## src/rtl/kbd_scan_port.sv

```systemverilog
module kbd_scan_port #(
  parameter int          TIMEOUT_CYC = 2000,
  parameter logic [7:0]  DATA_PORT   = 8'h60,
  parameter logic [7:0]  STATUS_PORT = 8'h64
) (
  input  logic       clk,
  input  logic       rst_n,
  input  logic       kbd_clk,
  input  logic       kbd_data,
  input  logic       rd_en,
  input  logic [7:0] rd_addr,
  output logic [7:0] rd_data,
  output logic       kbd_irq
);
  localparam int TW      = $clog2(TIMEOUT_CYC + 1);
  localparam int LAST_BIT = 10;

  logic [2:0]    clk_s;
  logic [1:0]    dat_s;
  logic [3:0]    bit_cnt;
  logic [7:0]    shreg;
  logic          par_bit;
  logic [TW-1:0] idle_cnt;
  logic [7:0]    held;
  logic          pending, overrun;

  wire fall       = clk_s[2] & ~clk_s[1];
  wire bit_in     = dat_s[1];
  wire frame_end  = fall && (bit_cnt == 4'(LAST_BIT));
  wire frame_good = frame_end && bit_in && (^{shreg, par_bit});
  wire data_rd    = rd_en && (rd_addr == DATA_PORT);
  wire stat_rd    = rd_en && (rd_addr == STATUS_PORT);
  wire stall      = (bit_cnt != 4'd0) && !fall && (idle_cnt == TW'(TIMEOUT_CYC - 1));

  assign kbd_irq = pending;

  always_ff @(posedge clk) begin
    if (!rst_n) begin
      clk_s <= 3'b111;
      dat_s <= 2'b11;
    end else begin
      clk_s <= {clk_s[1:0], kbd_clk};
      dat_s <= {dat_s[0], kbd_data};
    end
  end

  always_ff @(posedge clk) begin
    if (!rst_n) begin
      bit_cnt  <= '0;
      shreg    <= '0;
      par_bit  <= 1'b0;
      idle_cnt <= '0;
    end else begin
      if (bit_cnt == 4'd0 || fall) idle_cnt <= '0;
      else if (!stall)             idle_cnt <= idle_cnt + 1'b1;
      else                         idle_cnt <= '0;

      if (stall) begin
        bit_cnt <= '0;
      end else if (fall) begin
        if (bit_cnt == 4'd0) begin
          if (!bit_in) bit_cnt <= 4'd1;
        end else if (bit_cnt <= 4'd8) begin
          shreg   <= {bit_in, shreg[7:1]};
          bit_cnt <= bit_cnt + 4'd1;
        end else if (bit_cnt == 4'd9) begin
          par_bit <= bit_in;
          bit_cnt <= bit_cnt + 4'd1;
        end else begin
          bit_cnt <= '0;
        end
      end
    end
  end

  always_ff @(posedge clk) begin
    if (!rst_n) begin
      held    <= '0;
      pending <= 1'b0;
      overrun <= 1'b0;
    end else begin
      if (frame_good && (!pending || data_rd)) begin
        held    <= shreg;
        pending <= 1'b1;
      end else if (data_rd) begin
        pending <= 1'b0;
      end
      if (frame_good && pending && !data_rd) overrun <= 1'b1;
      else if (data_rd)                      overrun <= 1'b0;
    end
  end

  always_ff @(posedge clk) begin
    if (!rst_n)       rd_data <= '0;
    else if (data_rd) rd_data <= held;
    else if (stat_rd) rd_data <= {5'b0, held[7], overrun, pending};
    else if (rd_en)   rd_data <= '0;
  end

  assert_bitcnt_range_R2: assert property (@(posedge clk) disable iff (!rst_n)
    bit_cnt <= 4'(LAST_BIT));

  assert_irq_source_R2: assert property (@(posedge clk) disable iff (!rst_n)
    !kbd_irq |=> (!kbd_irq || $past(frame_good)));

  assert_ack_clears_R3: assert property (@(posedge clk) disable iff (!rst_n)
    (data_rd && !frame_good) |=> !kbd_irq);

  assert_bad_frame_no_irq_R5: assert property (@(posedge clk) disable iff (!rst_n)
    (frame_end && !frame_good && !kbd_irq) |=> !kbd_irq);

  assert_overrun_keeps_R7: assert property (@(posedge clk) disable iff (!rst_n)
    (frame_good && pending && !data_rd) |=> (overrun && kbd_irq && $stable(held)));

  assert_status_no_ack_R8: assert property (@(posedge clk) disable iff (!rst_n)
    (stat_rd && kbd_irq) |=> kbd_irq);

  assert_stall_abandon_R10: assert property (@(posedge clk) disable iff (!rst_n)
    stall |=> (bit_cnt == 4'd0));
endmodule

```

## config.mk

```make
export PLATFORM = sky130hd
export DESIGN_NAME = kbd_scan_port
export DESIGN_NICKNAME = d
export VERILOG_FILES = /design/src/rtl/kbd_scan_port.sv
export SDC_FILE = /design/constraint.sdc
export NUM_CORES = 1
export LEC_CHECK = 0
export CORE_MARGIN = 3
export CORE_UTILIZATION = 65
export CTS_BUF_LIST = sky130_fd_sc_hd__clkbuf_2 sky130_fd_sc_hd__clkbuf_4 sky130_fd_sc_hd__clkbuf_8
export DETAILED_ROUTE_END_ITERATION = 8
export DONT_BUFFER_PORTS = 1
export GPL_TIMING_DRIVEN = 1
export PLACE_DENSITY = 0.81
export SYNTH_ARGS = -nofsm -noshare
export SYNTH_HDL_FRONTEND = slang
export SYNTH_SLANG_ARGS = --single-unit
```

## constraint.sdc

```tcl
create_clock -name clk -period 3.4 [get_ports clk]
set_clock_uncertainty 0.2 [all_clocks]
set_input_delay 1.02 -clock clk [delete_from_list [all_inputs] [get_ports clk]]
set_output_delay 1.02 -clock clk [all_outputs]
set_load 0.02 [all_outputs]
```

### After elaboration in Yosys (flattened, before gate mapping)

Cells that the tools add are included.

* multiplexer cells: 10
* equal/unequal tests: 6
* reductions and logical operators: 26
* bitwise logic cells: 6
* order comparisons: 1
* add/subtract/negate cells: 2

Operator list (count)
* 8-bit two-way mux: 3
* 8-bit by 7-bit == test with 1-bit output, second input constant: 2
* 4-bit two-way mux: 4
* 11-bit by 1-bit adder with 11-bit output, second input constant: 1
* 11-bit == test, second input constant: 1
* 1-bit logical AND: 10
* 9-bit XOR reduction: 1
* 4-bit == test, second input constant: 2
* 1-bit inverter: 5
* 5-bit AND reduction: 1
* 4-bit by 1-bit adder with 4-bit output, second input constant: 1
* 4-bit less-or-equal comparator, second input constant: 1
* 4-bit zero test: 1
* 4-bit AND reduction: 1
* 2-bit nonzero test: 2
* 4-bit nonzero test: 1
* 1-bit zero test: 3
* 1-bit two-way mux: 3
* 3-bit nonzero test: 1
* 3-bit OR reduction: 1
* 1-bit logical OR: 2
* 2-bit != test, second input constant: 1
* 2-bit AND reduction: 1
* 2-bit OR reduction: 1
* 1-bit AND: 1

* bits of input ports: 13
* register bits after elaboration: 47
* word-level logic and storage cells: 61
* output and inout bits: 9

### Logic depth before layout (Yosys ltp)

* depth in word-level cells: 8
* mapped depth: 8
* mapped depth without buffers: 7

### Worst setup path before layout

No wires, ideal clock.

* path kind: input-to-reg
* start point: input rd_addr[7]
* end point: register held[0]
* library setup time: 0.072 ns
* required time: 3.128 ns
* setup slack: 0.669 ns
* cell stages on the path: 6
* path buffers: 1
* arrival time: 2.460 ns
* cells stage by stage: or4b_4 nor3_4 or2b_1 and3_1 buf_6 mux2i_1

* cells in the longest elaborated chain, start to end: 4

RTL lines
* from (decl): line 11 `input logic [7:0] rd_addr,`
* 8-bit by 7-bit == test with 1-bit output: line 31 `wire data_rd = rd_en && (rd_addr == DATA_PORT);`
* 1-bit logical AND: line 31
* 1-bit logical OR: line 82 `if (frame_good && (!pending || data_rd)) begin`
* 1-bit logical AND: line 82
* to (signal assigned): line 83 `held <= shreg;`
* to (decl): line 24 `logic [7:0] held;`

No other way between the ends.
A chain may end at the register's enable or synchronous reset.

### Final worst setup path

* start point: input rd_addr[7]
* end point: register held[5]

Same word-level chain as after synthesis.

==> results.cfg <==
[status]
outcome = finished, final reports clean

[timing]
rsz0062_at_grt = false
worst_pin_slew_ns = 0.597
period_minus_slack_ns = 2.46
slew_viol_final = 0
max_slew_margin_pct = 60.0
max_clock_freq_ghz = 0.406
holdWs_ns = 0.223
hold_viol_final = 0
fin_crit_sh_pct = 72.5
timing.setup.tns_ns = 0
setup_violations = 0

[floorplan]
die_area_um2 = 3800
rows = 19
die_h_um = 61.7
die_w_um = 61.7
coreArea_um2 = 2850
ios = 22
start_util_pct = 70.6

[cts]
cts_tree = done
htreeDepth = 2
clk_pin_slew_ns = 0.12
numClockSinks = 47
cts_root_buf = clkbuf_4
insertion_delay_ns = 0.36
numCtsBuffers = 5
cts.repair.resized = 0
post-cts-setup-buffers = 0
ctsHoldBuffers = 0
clockBufferDepth = 2

[worst_setup_path]
path_max_fanout = 8
reg2reg_slack_ns = 1.11
crit_path_start = rd_addr[7]
crit_arrival_ns = 2.56
cp-end-kind = flip-flop
critPathRequiredTime_ns = 3.50
start_kind = input port
critPathKind = in2reg
r2r_start = bit_cnt[0]$_SDFFE_PP0P_

[grt]
first_global_vias = 1295
grt_first_pass_wirelength_mm = 5.43
grt.total_usage_pct = 19.8
grt_overflow_total = 0
grt_start_max_net_pins = 44
antenna_found_initial = 0

[layout]
layout_common_cells = dfxtp_1 (47), nand2_1 (24), nor2_1 (19)
finalNetCount = 229
ff_latch_area_um2 = 941
area_delta_synth_final_pct = 3.35
final_common_cell = dfxtp_1
final_cells = 242
fin_util_pct = 73.0
drive_gt1_share_pct = 4.74
multiInputGateArea_um2 = 1020
final.fill_count = 221
diodes = 0

[synth]
syn_area_per_cell_um2 = 9.59
synth-seq-area-share_pct = 46.7
synthTopCellsByArea = dfxtp_1 (47%), mux2i_1 (8.4%), nor2b_1 (5.6%), xnor2_1 (4.8%), nand2_1 (4.5%)
yosys_warnings = 0
synth_cell_types = 33
synth_compound_area_share_pct = 7.52
synth_top_area_cell = dfxtp_1
synth_area_um2 = 2010
syn_nets = 228
synthMuxAreaShare_pct = 8.45
synth-simple-area-share_pct = 23.9
synthAdderAreaFrac_pct = 3.11
yosysTopAreaCellShare_pct = 46.7
synth_top_family_by_area = simple AND/OR/NAND/NOR gates
synth_xor_area_share_pct = 7.64
ys_ff_latch = 47
syn_inst = 210

[routing]
wire_per_inst_um = 13.9
drtIter0Drc = 86
routed_wl_mm = 3.37
route.detailed.drc = 0
num_vias = 1410
ant_nets = 0
firstDrtPassIters = 4
routed_via_density = 5.83

[power_and_ir_drop]
totalPowerFinal_uw = 836
max-vdd-ir-drop_mv = 0.347
leakagePower_uw = 0.000763
powerDensity_nw_per_um2 = 402

[run]
maxCapViolations = 0

[placement]
dp_hpwl_mm = 2.44
portBuffers = 0
placedCellCount = 235
gp_congestion = 0.829

[min_path]
hp-start = clk_s[0]$_SDFF_PN1_
hp-class = reg2reg
## layout make-up
type,count,share of cell area (%)
Multi-Input combinational cell,151,49.0
Sequential cell,47,45.2
Clock buffer,6,2.46
Tap cell,31,1.86
Inverter,5,0.901
Timing Repair Buffer,1,0.361
Clock inverter,1,0.240
## metrics by stage
| step | worst slack (ns) | instance area, um^2 |
|---|---|---|
| finish | 0.935 | 2080 |
| global route | 0.873 | 2080 |
| CTS | 0.939 | 2080 |
| detailed placement | 0.561 | 2030 |
| global placement | 0.618 | 2030 |
| floorplan | 0.669 | 2010 |
## worst max-delay path, stage by stage
cell and delay [ns]:
or4b_4 0.54, nor3_4 0.18, or2b_1 0.13, and3_1 0.43, mux2i_1 0.25
## cell usage after synthesis
cell type  count
o21bai_1       1
a21oi_1        4
a22oi_1        6
nor3b_1        2
mux2i_1       17
a222oi_1       2
nand3b_1       3
inv_1          5
dfxtp_1       47
nor2b_1       18
nor3_4         1
a221oi_1       1
nand3_1        5
or2b_1         1
nand4_1        3
o21ai_0        4
and3_1         3
buf_2          1
buf_6          1
a211oi_1       2
nor3_1         3
o31ai_1        1
xor2_1         4
nor2_1        19
xnor2_1       11
a21boi_0       1
clkbuf_1       5
xnor3_1        1
or4b_4         1
nand2_1       24
nand4bb_1      1
ha_1           5
nand2b_1       7
## flip-flops by register name (all words and copies together), names as in the netlist
register  flops
overrun       1
rd_data       8
par_bit       1
held          8
bit_cnt       4
clk_s         3
shreg         8
idle_cnt     11
dat_s         2
kbd_irq       1
## worst paths after layout
check,end,cells past startpoint
min,clk_s[1]$_SDFF_PN1_,1
max,held[5]$_SDFFE_PN0P_,5
min reg2reg,clk_s[1]$_SDFF_PN1_,1
max reg2reg,shreg[4]$_SDFFE_PN0P_,6
## cells by family after synthesis
group	Yosys count
buffers and inverters	12
AOI/OAI and AO/OA	22
muxes	17
adders and majority gates	5
xor gates and xnor gates	16
DFF	47
and+or+nand+nor	91
## per-layer routing
metal	share of wire, %	routed length, um	global-route usage (%)
met5	0	0	0
met4	1.7	58	9.70
met3	6.7	226	7.55
met2	45	1510	30.6
met1	47	1580	24.0
## report_power, final
part / internal (uW) / switching, uW
sequential: 554 / 2.64
clock: 96.1 / 169
combinational: 7.76 / 6.52
total: 658 / 179
(Power assumes the default switching activity.)
